$ cat src/rtl/cfgx_pkg.sv
package cfgx_pkg;

  typedef enum logic [1:0] {
    XS_IDLE  = 2'd0,
    XS_ISSUE = 2'd1,
    XS_WAIT  = 2'd2,
    XS_DONE  = 2'd3
  } xact_state_t;

  // Reorder bytes between big-endian CPU lanes and little-endian bus lanes.
  // Size code: 0 = byte, 1 = halfword, 2/3 = word. Upper lanes zeroed.
  function automatic logic [31:0] lane_swap(input logic [31:0] d, input logic [1:0] sz);
    logic [31:0] r;
    case (sz)
      2'd0:    r = {24'h0, d[7:0]};
      2'd1:    r = {16'h0, d[7:0], d[15:8]};
      default: r = {d[7:0], d[15:8], d[23:16], d[31:24]};
    endcase
    return r;
  endfunction

  // Shared interrupt line: (pin + slot) mod 2, slot = devfn >> 3.
  function automatic logic irq_line(input logic [1:0] pin, input logic [7:0] devfn);
    logic [7:0] s;
    s = 8'(pin) + (devfn >> 3);
    return s[0];
  endfunction

endpackage

$ cat src/rtl/cfgx_decode.sv
module cfgx_decode #(
  parameter logic [31:0] WIN_BASE = 32'h8080_0000,
  parameter int WIN_AW = 22,
  parameter int OFF_W  = 11,
  parameter int SEL_W  = 11,
  localparam int DEV_W = $clog2(SEL_W + 1),
  localparam int CA_W  = OFF_W + DEV_W
) (
  input  logic [31:0]     addr,
  output logic            win_hit,
  output logic [DEV_W-1:0] dev_num,
  output logic [CA_W-1:0] cfg_addr
);

  logic [SEL_W-1:0] sel_field;

  assign win_hit   = (addr[31:WIN_AW] == WIN_BASE[31:WIN_AW]);
  assign sel_field = addr[OFF_W+SEL_W-1:OFF_W];

  // Lowest set bit wins; scan from the top so the last hit is the lowest.
  always_comb begin
    dev_num = DEV_W'(SEL_W);
    for (int i = SEL_W - 1; i >= 0; i--) begin
      if (sel_field[i]) dev_num = DEV_W'(i);
    end
  end

  assign cfg_addr = {dev_num, addr[OFF_W-1:0]};

endmodule

$ cat src/rtl/cfgx_xact.sv
module cfgx_xact
  import cfgx_pkg::*;
#(
  parameter int CA_W = 15
) (
  input  logic            clk,
  input  logic            rst,
  input  logic            start,
  input  logic            st_we,
  input  logic [1:0]      st_size,
  input  logic [CA_W-1:0] st_addr,
  input  logic [31:0]     st_wdata,
  output logic            cfg_valid,
  input  logic            cfg_ready,
  output logic            cfg_we,
  output logic [1:0]      cfg_size,
  output logic [CA_W-1:0] cfg_addr,
  output logic [31:0]     cfg_wdata,
  input  logic            cfg_rvalid,
  input  logic [31:0]     cfg_rdata,
  output logic            busy,
  output logic            done,
  output logic [31:0]     rdata
);

  xact_state_t state;
  logic        hs_fire;
  logic        rsp_fire;

  assign cfg_valid = (state == XS_ISSUE);
  assign busy      = (state != XS_IDLE);
  assign done      = (state == XS_DONE);
  assign hs_fire   = cfg_valid && cfg_ready;
  assign rsp_fire  = (state == XS_WAIT) && cfg_rvalid;

  always_ff @(posedge clk) begin
    if (rst) begin
      state     <= XS_IDLE;
      cfg_we    <= 1'b0;
      cfg_size  <= 2'd0;
      cfg_addr  <= '0;
      cfg_wdata <= '0;
      rdata     <= '0;
    end else begin
      case (state)
        XS_IDLE: if (start) begin
          cfg_we    <= st_we;
          cfg_size  <= st_size;
          cfg_addr  <= st_addr;
          cfg_wdata <= lane_swap(st_wdata, st_size);
          state     <= XS_ISSUE;
        end
        XS_ISSUE: if (cfg_ready) state <= cfg_we ? XS_DONE : XS_WAIT;
        XS_WAIT: if (cfg_rvalid) begin
          rdata <= lane_swap(cfg_rdata, cfg_size);
          state <= XS_DONE;
        end
        default: state <= XS_IDLE;
      endcase
    end
  end

  // a stalled request keeps every field steady
  assert_req_hold_R6: assert property (@(posedge clk) disable iff (rst)
    cfg_valid && !cfg_ready |=> cfg_valid && $stable(cfg_addr) && $stable(cfg_wdata)
      && $stable(cfg_we) && $stable(cfg_size));

  assert_done_pulse_R7: assert property (@(posedge clk) disable iff (rst)
    done |=> !done);

  assert_write_done_R7: assert property (@(posedge clk) disable iff (rst)
    hs_fire && cfg_we |=> done);

  assert_read_done_R7: assert property (@(posedge clk) disable iff (rst)
    rsp_fire |=> done);

  assert_reset_idle_R10: assert property (@(posedge clk)
    rst |=> !busy && !cfg_valid && !done);

endmodule

$ cat src/rtl/cfgx_irq_route.sv
module cfgx_irq_route
  import cfgx_pkg::*;
(
  input  logic       clk,
  input  logic       rst,
  input  logic       irq_strobe,
  input  logic [7:0] irq_devfn,
  input  logic [1:0] irq_pin,
  input  logic       irq_level,
  output logic       intc_in9,
  output logic       intc_in11
);

  logic line_sel;

  assign line_sel = irq_line(irq_pin, irq_devfn);

  always_ff @(posedge clk) begin
    if (rst) begin
      intc_in9  <= 1'b0;
      intc_in11 <= 1'b0;
    end else if (irq_strobe) begin
      if (line_sel) intc_in11 <= irq_level;
      else          intc_in9  <= irq_level;
    end
  end

  assert_irq_quiet_R9: assert property (@(posedge clk) disable iff (rst)
    !irq_strobe |=> $stable(intc_in9) && $stable(intc_in11));

  assert_irq_one_line_R9: assert property (@(posedge clk) disable iff (rst)
    irq_strobe |=> $stable(intc_in9) || $stable(intc_in11));

  assert_irq_reset_R10: assert property (@(posedge clk)
    rst |=> !intc_in9 && !intc_in11);

endmodule

$ cat src/rtl/cfg_window_xlate.sv
module cfg_window_xlate #(
  parameter logic [31:0] WIN_BASE = 32'h8080_0000,
  parameter int WIN_AW = 22,
  parameter int OFF_W  = 11,
  parameter int SEL_W  = 11,
  localparam int DEV_W = $clog2(SEL_W + 1),
  localparam int CA_W  = OFF_W + DEV_W
) (
  input  logic            clk,
  input  logic            rst,
  input  logic            cpu_req,
  input  logic            cpu_we,
  input  logic [1:0]      cpu_size,
  input  logic [31:0]     cpu_addr,
  input  logic [31:0]     cpu_wdata,
  output logic            cpu_busy,
  output logic            cpu_done,
  output logic [31:0]     cpu_rdata,
  output logic            cfg_valid,
  input  logic            cfg_ready,
  output logic            cfg_we,
  output logic [1:0]      cfg_size,
  output logic [CA_W-1:0] cfg_addr,
  output logic [31:0]     cfg_wdata,
  input  logic            cfg_rvalid,
  input  logic [31:0]     cfg_rdata,
  input  logic            irq_strobe,
  input  logic [7:0]      irq_devfn,
  input  logic [1:0]      irq_pin,
  input  logic            irq_level,
  output logic            intc_in9,
  output logic            intc_in11
);

  logic             win_hit;
  logic [DEV_W-1:0] dev_num;
  logic [CA_W-1:0]  dec_addr;
  logic             xact_start;

  cfgx_decode #(
    .WIN_BASE(WIN_BASE), .WIN_AW(WIN_AW), .OFF_W(OFF_W), .SEL_W(SEL_W)
  ) u_decode (
    .addr(cpu_addr), .win_hit(win_hit), .dev_num(dev_num), .cfg_addr(dec_addr)
  );

  assign xact_start = cpu_req && win_hit && !cpu_busy;

  cfgx_xact #(.CA_W(CA_W)) u_xact (
    .clk(clk), .rst(rst), .start(xact_start),
    .st_we(cpu_we), .st_size(cpu_size), .st_addr(dec_addr), .st_wdata(cpu_wdata),
    .cfg_valid(cfg_valid), .cfg_ready(cfg_ready), .cfg_we(cfg_we),
    .cfg_size(cfg_size), .cfg_addr(cfg_addr), .cfg_wdata(cfg_wdata),
    .cfg_rvalid(cfg_rvalid), .cfg_rdata(cfg_rdata),
    .busy(cpu_busy), .done(cpu_done), .rdata(cpu_rdata)
  );

  cfgx_irq_route u_irq (
    .clk(clk), .rst(rst), .irq_strobe(irq_strobe), .irq_devfn(irq_devfn),
    .irq_pin(irq_pin), .irq_level(irq_level),
    .intc_in9(intc_in9), .intc_in11(intc_in11)
  );

  assert_miss_ignored_R1: assert property (@(posedge clk) disable iff (rst)
    cpu_req && !cpu_busy && !win_hit |=> !cpu_busy);

  assert_hit_taken_R1: assert property (@(posedge clk) disable iff (rst)
    cpu_req && !cpu_busy && win_hit |=> cfg_valid);

  assert_dev_range_R2: assert property (@(posedge clk) disable iff (rst)
    cfg_valid |-> cfg_addr[CA_W-1:OFF_W] <= DEV_W'(SEL_W));

  // a request arriving mid-transaction does not restart the sequence
  assert_busy_ignore_R6: assert property (@(posedge clk) disable iff (rst)
    cpu_req && cpu_busy && !cpu_done |=> cpu_busy);

endmodule

$ cat config.mk
export PLATFORM = sky130hd
export DESIGN_NAME = cfg_window_xlate
export DESIGN_NICKNAME = d
export VERILOG_FILES = /design/src/rtl/cfgx_pkg.sv /design/src/rtl/cfgx_decode.sv /design/src/rtl/cfgx_xact.sv /design/src/rtl/cfgx_irq_route.sv /design/src/rtl/cfg_window_xlate.sv
export SDC_FILE = /design/constraint.sdc
export NUM_CORES = 1
export LEC_CHECK = 0
export CAP_MARGIN = 20
export CELL_PAD_IN_SITES_DETAIL_PLACEMENT = 0
export CELL_PAD_IN_SITES_GLOBAL_PLACEMENT = 1
export CORE_UTILIZATION = 40
export CTS_BUF_LIST = sky130_fd_sc_hd__clkbuf_8
export CTS_CLUSTER_SIZE = 24
export DETAILED_ROUTE_END_ITERATION = 6
export DONT_BUFFER_PORTS = 1
export PLACE_DENSITY = 0.84
export SLEW_MARGIN = 20
export SYNTH_ARGS = -nofsm -noshare
export SYNTH_HDL_FRONTEND = slang
export SYNTH_HIERARCHICAL = 1
export SYNTH_SLANG_ARGS = --single-unit
$ cat constraint.sdc
create_clock -name clk -period 2.7 [get_ports clk]
set_clock_uncertainty 0.2 [all_clocks]
set_input_delay 0.27 -clock clk [delete_from_list [all_inputs] [get_ports clk]]
set_output_delay 0.27 -clock clk [all_outputs]
set_load 0.05 [all_outputs]
==> qor.yml, run 1 <==
finish:
  final_core_util_pct: 52.6
  stdcell_area_sq_mm: 0.00486
  layout.nets: 645
  drive_above_1_share_pct: 6.43
  fill_cells: 836
  diodes: 0
  areaGrowthSynthToFinish_pct: 27.3
  final_cells: 658
yosys:
  synthesis.instances: 471
  syn_area_per_cell_sq_um: 8.10
  syn_area_sq_mm: 0.00382
  synth-warning-count: 6
  synth_fp_nets: 592
critical_path:
  rr_worst_depth: 9
  critPathArrivalTime_ps: 2660
  critPathLaunch: "u_xact/state[0]$_SDFFE_PP0P_"
  crit_path_max_fanout: 50
  endpoint_kind: "flip-flop"
  path_common_cell: "inv_1"
  slowest_delay_ps: 580
  cp_slowest_cell: "dlygate4sd3_1"
  critPathKind: "flip-flop to flip-flop"
  crit_family: "buffers and inverters"
  reg2reg_setup_slack_ps: 130
  worstPathCellList: "inv_1 > ha_2 > inv_1 > and3b_1 > and2_2 > buf_12 > nand3_1 > dlygate4sd3_1 > a21oi_1"
  cp.depth: 9
  worst-path-buf-inv: 4
  start_kind: "flip-flop"
  timing.rr.end: "u_xact/cfg_wdata[31]$_SDFFE_PP0P_"
  crit_end: "u_xact/cfg_wdata[31]$_SDFFE_PP0P_"
  timing.rr.start: "u_xact/state[0]$_SDFFE_PP0P_"
  cp.required_ps: 2780
timing:
  slew_headroom_pct: 59.7
  period_share_pct: 95.3
  tightestPinTransition_ps: 603
  clock.fmax_mhz: 389
  setup_violations: 0
  slew_violations: 0
  setup_tns_ps: 0
  rsz0062_at_grt: "false"
  hold_viol_final: 0
  period_needed_ps: 2570
power_and_ir_drop:
  cellLeakagePower_nw: 1.65
  switchingPower_mw: 0.683
  pwr-share-clk_pct: 33.8
  peakVddDrop_uv: 311
  power_mw: 2.51
  internal_power_mw: 1.83
  switching_share_pct: 27.2
  share_comb_of_total_power_pct: 14.0
  power_frac_seq_pct: 52.2
  p_per_area_mw_per_mm2: 517
clock_tree:
  cts_max_path_buffers: 2
  path_clk_slew_ps: 90
  ctsHtreeMaxLevel: 3
  cts_made_buffers: 9
  cts_setup_buffers: 0
  worstSkewPairLatency_ps: 340
  cts_sinks: 86
  cts_tree: "built"
  root_buffer: "clkbuf_8"
die:
  rows: 35
  coreArea_sq_mm: 0.00924
  dieArea_sq_mm: 0.00994
  start_util_pct: 41.3
  ioPinCount: 203
  dieWidth_um: 99.7
  fp.dieH_um: 99.7
placement:
  placed_area_sq_mm: 0.00379
  dpl.cell_count: 557
  hpwlAfterDp_um: 7100
  io_buffers: 0
  place.gp.congestion: 0.758
route:
  drt_iter0_markers: 303
  antenna_left: 0
  drt-total-wl_um: 11500
  wl_per_cell_um: 17.5
  drt_pass1_iterations: 5
  via_count: 3719
  via_per_inst: 5.65
  drc: 0
grt:
  track_usage_pct: 22.9
  grt_pass1_wl_um: 17800
  grt_max_degree: 89
  antenna_found_initial: 0
  grt-ovfl-total: 0
  grt_pass1_vias: 3622
flow_run:
  drv_cap: 0
run_status:
  status: "finished, final reports clean"
hold_path:
  hold_class: "input pin to flip-flop"
-- how the worst min path moves through the flow --
stage / to / cells after the start / slack (ps) / from
5_1_grt: u_xact/rdata[11]$_SDFFE_PP0P_ / 2 / 10 / cfg_rdata[3]
4_1_cts: u_xact/rdata[10]$_SDFFE_PP0P_ / 2 / 0.8 / cfg_rdata[2]
3_5_place_dp: u_xact/cfg_size[1]$_SDFFE_PP0P_ / 1 / 140 / rst
6_report: u_xact/rdata[10]$_SDFFE_PP0P_ / 2 / 10 / cfg_rdata[2]
2_1_floorplan: u_xact/cfg_we$_SDFFE_PP0P_ / 2 / 210 / cpu_we
3_3_place_gp: u_xact/cfg_size[1]$_SDFFE_PP0P_ / 1 / 140 / rst
-- layout make-up --
| type | instances | area (sq um) | area share (%) |
|---|---|---|---|
| Sequential cell | 86 | 1720 | 35.5 |
| Timing Repair Buffer | 94 | 958 | 19.7 |
| Clock buffer | 11 | 151 | 3.12 |
| Inverter | 8 | 30.0 | 0.618 |
| Tap cell | 129 | 161 | 3.32 |
| Clock inverter | 5 | 33.8 | 0.695 |
| Multi-Input combinational cell | 325 | 1800 | 37.1 |
-- flip-flops by register name, indices dropped and copies added (netlist names) --
| signal | count |
|---|---|
| u_xact/state | 2 |
| u_xact/cfg_addr | 15 |
| u_xact/cfg_we | 1 |
| u_xact/cfg_wdata | 32 |
| u_xact/rdata | 32 |
| u_irq/intc_in9 | 1 |
| u_irq/intc_in11 | 1 |
| u_xact/cfg_size | 2 |
-- worst register-to-register path, cell delays in order (launching register included) --
cell	delay [ps]
dfxtp_1	360
inv_1	130
ha_2	250
inv_1	60
and3b_1	250
and2_2	180
buf_12	220
nand3_1	150
dlygate4sd3_1	580
a21oi_1	140
-- stage by stage --
| step | setup slack (ps) | hold slack [ps] |
|---|---|---|
| after detailed placement | 382 | 142 |
| after global placement | 524 | 141 |
| after global routing | 38.3 | 14.6 |
| final | 127 | 9.90 |
| after CTS | 146 | 0.755 |
| after floorplan | 406 | 206 |
-- power groups by stage --
stage | Sequential, mW | Clock, mW | Combinational (mW)
6_report | 1.31 | 0.849 | 0.352
5_1_grt | 1.31 | 0.940 | 0.376
4_1_cts | 1.31 | 0.880 | 0.347
3_5_place_dp | 1.34 | 0 | 0.208
3_3_place_gp | 1.34 | 0 | 0.198
2_1_floorplan | 1.34 | 0 | 0.208
-- placed cells by master (no fill, tap or decap), types with 4 or more instances in the layout --
master         instances
a21oi_1               51
a221oi_1              16
a31oi_1               16
buf_4                  8
clkbuf_8              11
dfxtp_1               85
dlygate4sd3_1         83
ha_1                   4
inv_1                  8
mux2i_1               18
nand2_1               87
nand2b_1               5
nand3_1               48
nor2_1                23
nor2b_1                4
nor3_1                17
or3_1                 16
-- what timing repair did --
action	4_1_cts	5_1_grt
endpoints found under the hold margin	86	0
gates resized for setup	0	1
hold buffers	85	0
endpoints found under the setup margin	0	2
-- per-layer routing --
metal  up-vias  share of wire [%]  global-route usage, %
met5         -                  0                      0
met4         0                3.1                   12.1
met1      1727                 40                   26.7
met3        45                9.3                   7.80
met2       211                 48                   37.0
li1       1736                  -                      -
Note: power is estimated with default switching activity, not from simulation.
==> run 2: changes to the inputs <==
--- a/config.mk
+++ b/config.mk
@@ -6,15 +6,12 @@
 export NUM_CORES = 1
 export LEC_CHECK = 0
 export CAP_MARGIN = 20
-export CELL_PAD_IN_SITES_DETAIL_PLACEMENT = 0
-export CELL_PAD_IN_SITES_GLOBAL_PLACEMENT = 1
 export CORE_UTILIZATION = 40
 export CTS_BUF_LIST = sky130_fd_sc_hd__clkbuf_8
 export CTS_CLUSTER_SIZE = 24
 export DETAILED_ROUTE_END_ITERATION = 6
 export DONT_BUFFER_PORTS = 1
-export PLACE_DENSITY = 0.84
-export SLEW_MARGIN = 20
+export PLACE_DENSITY = 0.65
 export SYNTH_ARGS = -nofsm -noshare
 export SYNTH_HDL_FRONTEND = slang
 export SYNTH_HIERARCHICAL = 1
==> run 2 against run 1 <==
  * Hold slack lost 4.1 ps
  * First-iteration DRC count is 14% lower
  * Global-route usage shrank 0.39 points
  * Count of clock-buffer cells in the layout down 2
  * Via count is 0.59% lower
  * Die area did not move
  * Setup slack better by 140 ps
==> qor.yml, run 2 (synthesis results as in run 1) <==
grt:
  grt_pass1_wl_um: 17600
  grt-ovfl-total: 0
  antenna_found_initial: 0
  grtUsageMet3_pct: 6.96
  grt_max_degree: 89
  grt_use_met1_pct: 25.9
  grt_use_met2_pct: 36.7
  top_usage_layer: "met2"
  track_usage_pct: 22.5
  grt_pass1_vias: 3613
placement:
  place.gp.congestion: 0.790
  hpwlAfterDp_um: 7100
  io_buffers: 0
critical_path:
  crit_end: "u_xact/cfg_addr[8]$_SDFFE_PP0P_"
  crit_path_max_fanout: 31
  reg2reg_setup_slack_ps: 260
  start_kind: "flip-flop"
  slowest_delay_ps: 450
  cp_slowest_cell: "nand2_2"
  cp.depth: 8
  worstPathCellList: "inv_1 > ha_1 > inv_1 > and3b_1 > nand2_2 > buf_4 > nand2_1 > a21oi_1"
  critPathArrivalTime_ps: 2490
  timing.rr.start: "u_xact/state[0]$_SDFFE_PP0P_"
  rr_worst_depth: 8
  path_common_cell: "inv_1"
  timing.rr.end: "u_xact/cfg_addr[8]$_SDFFE_PP0P_"
  endpoint_kind: "flip-flop"
  critPathKind: "flip-flop to flip-flop"
  worst-path-buf-inv: 3
  cp.required_ps: 2750
  crit_family: "simple AND/OR/NAND/NOR gates"
  critPathLaunch: "u_xact/state[0]$_SDFFE_PP0P_"
timing:
  setup_tns_ps: 0
  hold_viol_final: 0
  setup_violations: 0
  tightestPinTransition_ps: 647
  period_share_pct: 90.3
  slew_headroom_pct: 56.7
  period_needed_ps: 2440
  rsz0062_at_grt: "false"
  slew_violations: 0
  clock.fmax_mhz: 410
clock_tree:
  ctsHtreeMaxLevel: 3
  root_buffer: "clkbuf_8"
  cts_made_buffers: 9
  worstSkewPairLatency_ps: 340
  cts_sinks: 86
  cts_tree: "built"
  path_clk_slew_ps: 80
  cts_max_path_buffers: 2
die:
  start_util_pct: 41.3
  ioPinCount: 203
  dieArea_sq_mm: 0.00994
  rows: 35
  dieWidth_um: 99.7
  fp.dieH_um: 99.7
  coreArea_sq_mm: 0.00924
finish:
  largestRegisters: "u_xact/cfg_wdata (32), u_xact/rdata (32), u_xact/cfg_addr (15)"
  final_cell_mix: "nand2_1 (87), dfxtp_1 (85), dlygate4sd3_1 (81)"
  fill_cells: 846
  drive_above_1_share_pct: 6.07
  final_common_cell: "nand2_1"
  layout.nets: 645
  diodes: 0
  areaGrowthSynthToFinish_pct: 28.4
  final_core_util_pct: 53.0
route:
  drt-total-wl_um: 11600
  drt_pass1_iterations: 6
  drt_iter0_markers: 261
  via_count: 3697
  via_per_inst: 5.64
  drc: 0
  antenna_left: 0
  wl_per_cell_um: 17.7
run_status:
  status: "finished, final reports clean"
power_and_ir_drop:
  cellLeakagePower_nw: 1.69
  p_per_area_mw_per_mm2: 552
  power_mw: 2.70
  peakVddDrop_uv: 398
flow_run:
  drv_cap: 0
hold_path:
  hold_class: "input pin to flip-flop"
[run 2: changes by cell type in the layout (fill, tap and decap cells not counted), moves of 2 or more]
| cell | change |
|---|---|
| bufinv_16 | +3 |
| dlygate4sd3_1 | -2 |
| buf_4 | +2 |
| clkinv_2 | -2 |
| clkbuf_8 | -2 |
[run 2: through the flow]
step	setup WS, ps	cell area (sq um)	cells	hold slack, ps
4_1_cts	303	4870	655	0.352
5_1_grt	88.8	4900	656	5.99
3_5_place_dp	344	3810	559	148
3_3_place_gp	435	3810	559	147
6_report	263	4900	656	5.77
2_1_floorplan	406	3820	471	206
[run 2: final cells by class]
class	instances	area [sq um]	area share (%)
clock buffer	9	124	2.53
clock inverter	5	101	2.07
sequential	86	1720	35.2
tap	129	161	3.29
inverter	8	30.0	0.613
timing repair buffer	94	961	19.6
multi-input combinational	325	1800	36.7
[run 2: how the worst min path moves through the flow]
| stage | startpoint | to | slack [ps] | depth (start not counted) |
|---|---|---|---|---|
| finish | cpu_size[1] | u_xact/cfg_wdata[9]$_SDFFE_PP0P_ | 6 | 2 |
| global route | cpu_wdata[19] | u_xact/cfg_wdata[11]$_SDFFE_PP0P_ | 6 | 2 |
| CTS | cpu_wdata[19] | u_xact/cfg_wdata[11]$_SDFFE_PP0P_ | 0.4 | 2 |
| detailed placement | rst | u_xact/cfg_we$_SDFFE_PP0P_ | 150 | 1 |
| global placement | rst | u_xact/cfg_we$_SDFFE_PP0P_ | 150 | 1 |
| floorplan | cpu_we | u_xact/cfg_we$_SDFFE_PP0P_ | 210 | 2 |
[run 2: what timing repair did]
action                    CTS  global route
buffers inserted            0             0
gates resized for setup     0             0
hold buffers               82             0
hold endpoints to repair   86             0
[run 2: worst register-to-register path, cell delays in order, from the launching register on]
cell     delay [ps]
dfxtp_1         410
inv_1           110
ha_1            270
inv_1            90
and3b_1         200
nand2_2         450
buf_4           320
nand2_1          80
a21oi_1         210
[run 2: power breakdown]
group,internal (mW),switching [mW]
Sequential,1.28,0.0315
Clock,0.602,0.441
Combinational,0.162,0.188
[run 2: layer usage]
metal	vias to the layer above	wire length, um
met3	50	982
met1	1715	4640
met4	0	444
li1	1731	-
met2	201	5510
met5	-	0
==> run 3: changes to the inputs <==
==> constraint.sdc (replaced) <==
create_clock -name clk -period 2.78 [get_ports clk]
set_clock_uncertainty 0.2 [all_clocks]
set_input_delay 0.278 -clock clk [delete_from_list [all_inputs] [get_ports clk]]
set_output_delay 0.278 -clock clk [all_outputs]
set_load 0.05 [all_outputs]
==> run 3 against run 2 <==
  * Register-to-register slack lost 60 ps
  * Final cell count shrank 0.15%
  * Core utilization shrank 0.61 points
  * Non-clock buffer count shrank 2
==> qor.yml, run 3 (synthesis results as in run 1) <==
power_and_ir_drop:
  switching_share_pct: 25.4
  cellLeakagePower_nw: 1.66
  pwr-share-clk_pct: 36.6
  internal_power_mw: 1.89
  p_per_area_mw_per_mm2: 524
  share_comb_of_total_power_pct: 13.1
  peakVddDrop_uv: 336
  power_frac_seq_pct: 50.2
  switchingPower_mw: 0.645
route:
  drt_pass1_iterations: 5
  dr_wl_met2_um: 5510
  wl_per_cell_um: 17.6
  drt_iter0_markers: 202
  wl_met1_um: 4510
  via_count: 3695
  top_layer: "met4"
  antenna_left: 0
  drt-total-wl_um: 11500
  drc: 0
  met3_length_um: 1050
  via_per_inst: 5.64
grt:
  track_usage_pct: 22.3
  antenna_found_initial: 0
  grt-ovfl-total: 0
  grt_pass1_vias: 3609
  grt_max_degree: 89
  grt_pass1_wl_um: 17500
die:
  ioPinCount: 203
  start_util_pct: 41.3
  coreArea_sq_mm: 0.00924
  dieArea_sq_mm: 0.00994
  dieWidth_um: 99.7
  rows: 35
  fp.dieH_um: 99.7
critical_path:
  endpoint_kind: "flip-flop"
  worst-path-buf-inv: 4
  critPathArrivalTime_ps: 2660
  crit_family: "buffers and inverters"
  critPathKind: "flip-flop to flip-flop"
  start_kind: "flip-flop"
  path_common_cell: "inv_1"
  cp.required_ps: 2860
  cp_slowest_cell: "dlygate4sd3_1"
  worstPathCellList: "inv_1 > ha_1 > inv_1 > and3b_1 > and2_2 > buf_12 > nand3_1 > dlygate4sd3_1 > a21oi_1"
  slowest_delay_ps: 590
  crit_path_max_fanout: 50
hold_path:
  hold_class: "input pin to flip-flop"
placement:
  place_ws_ps: 369
  hpwlAfterDp_um: 7170
  io_buffers: 0
  place.gp.congestion: 0.790
timing:
  hold_viol_final: 0
  tightestPinTransition_ps: 848
  slew_violations: 0
  period_share_pct: 92.6
  period_needed_ps: 2570
  slew_headroom_pct: 43.3
  finalWorstSetupSlack_ps: 206
  setup_tns_ps: 0
  rsz0062_at_grt: "false"
  setup_violations: 0
  clock.fmax_mhz: 388
  holdWs_ps: 13.9
finish:
  final_common_cell: "nand2_1"
  drive_above_1_share_pct: 6.27
  final_cell_mix: "nand2_1 (87), dfxtp_1 (85), dlygate4sd3_1 (78)"
  fill_cells: 856
  areaGrowthSynthToFinish_pct: 26.9
  largestRegisters: "u_xact/cfg_wdata (32), u_xact/rdata (32), u_xact/cfg_addr (15)"
  layout.nets: 643
  final_core_util_pct: 52.4
  diodes: 0
run_status:
  status: "finished, final reports clean"
clock_tree:
  cts_sinks: 86
  ctsHtreeMaxLevel: 3
  path_clk_slew_ps: 90
  worstSkewPairLatency_ps: 340
  cts_max_path_buffers: 2
  root_buffer: "clkbuf_8"
  cts_made_buffers: 9
  cts_tree: "built"
flow_run:
  drv_cap: 0
==> run 3: cell count changes in the layout (fill, tap and decap cells not counted), sizes merged <==
cell	delta
inv	+1
clkinv	+1
bufinv	-1
dlygate4sd3	-3
buf	+1
==> run 3: what timing repair did <==
action	4_1_cts	5_1_grt
hold buffers	79	0
endpoints found under the hold margin	86	0
gates resized for setup	0	0
setup buffers	0	0
==> run 3: worst paths after layout <==
kind / start / to / slack, ps / depth (start not counted)
max reg2reg: u_xact/state[0]$_SDFFE_PP0P_ / u_xact/cfg_wdata[29]$_SDFFE_PP0P_ / 210 / 9
max: u_xact/state[0]$_SDFFE_PP0P_ / u_xact/cfg_wdata[29]$_SDFFE_PP0P_ / 210 / 9
min reg2reg: u_xact/state[1]$_SDFFE_PP0P_ / u_xact/state[1]$_SDFFE_PP0P_ / 330 / 2
min: cfg_rdata[2] / u_xact/rdata[10]$_SDFFE_PP0P_ / 10 / 2
==> run 3: cell type report <==
cell class                      instances  area, sq um  area share (%)
Inverter                                8         30.0           0.620
Sequential cell                        86         1720            35.6
Clock inverter                          6         80.1            1.65
Multi-Input combinational cell        325         1800            37.1
Tap cell                              129          161            3.33
Clock buffer                            9          124            2.56
Timing Repair Buffer                   92          926            19.1
==> run 3: power by group through the flow <==
stage / combinational [mW] / sequential [mW] / clock, mW
2_1_floorplan: 0.202 / 1.30 / 0
3_3_place_gp: 0.196 / 1.30 / 0
3_5_place_dp: 0.201 / 1.30 / 0
4_1_cts: 0.325 / 1.27 / 0.965
5_1_grt: 0.352 / 1.28 / 1.00
6_report: 0.333 / 1.27 / 0.929
==> run 3: routing by layer <==
metal  track usage, %  vias up
met2             36.6      211
li1                 -     1735
met3             6.82       50
met4             12.8        0
met1             25.8     1699
met5                0        -
==> run 3: through the flow <==
step / instance area, sq um / instances / power, mW
finish: 4840 / 655 / 2.54
global route: 4840 / 655 / 2.63
CTS: 4830 / 654 / 2.56
detailed placement: 3820 / 560 / 1.50
global placement: 3820 / 560 / 1.50
floorplan: 3820 / 471 / 1.50
==> run 3: worst register-to-register path, cell delays in order (launching register included) <==
cell and delay (ps):
dfxtp_1 350, inv_1 110, ha_1 250, inv_1 100
and3b_1 260, and2_2 180, buf_12 220, nand3_1 110
dlygate4sd3_1 590, a21oi_1 130
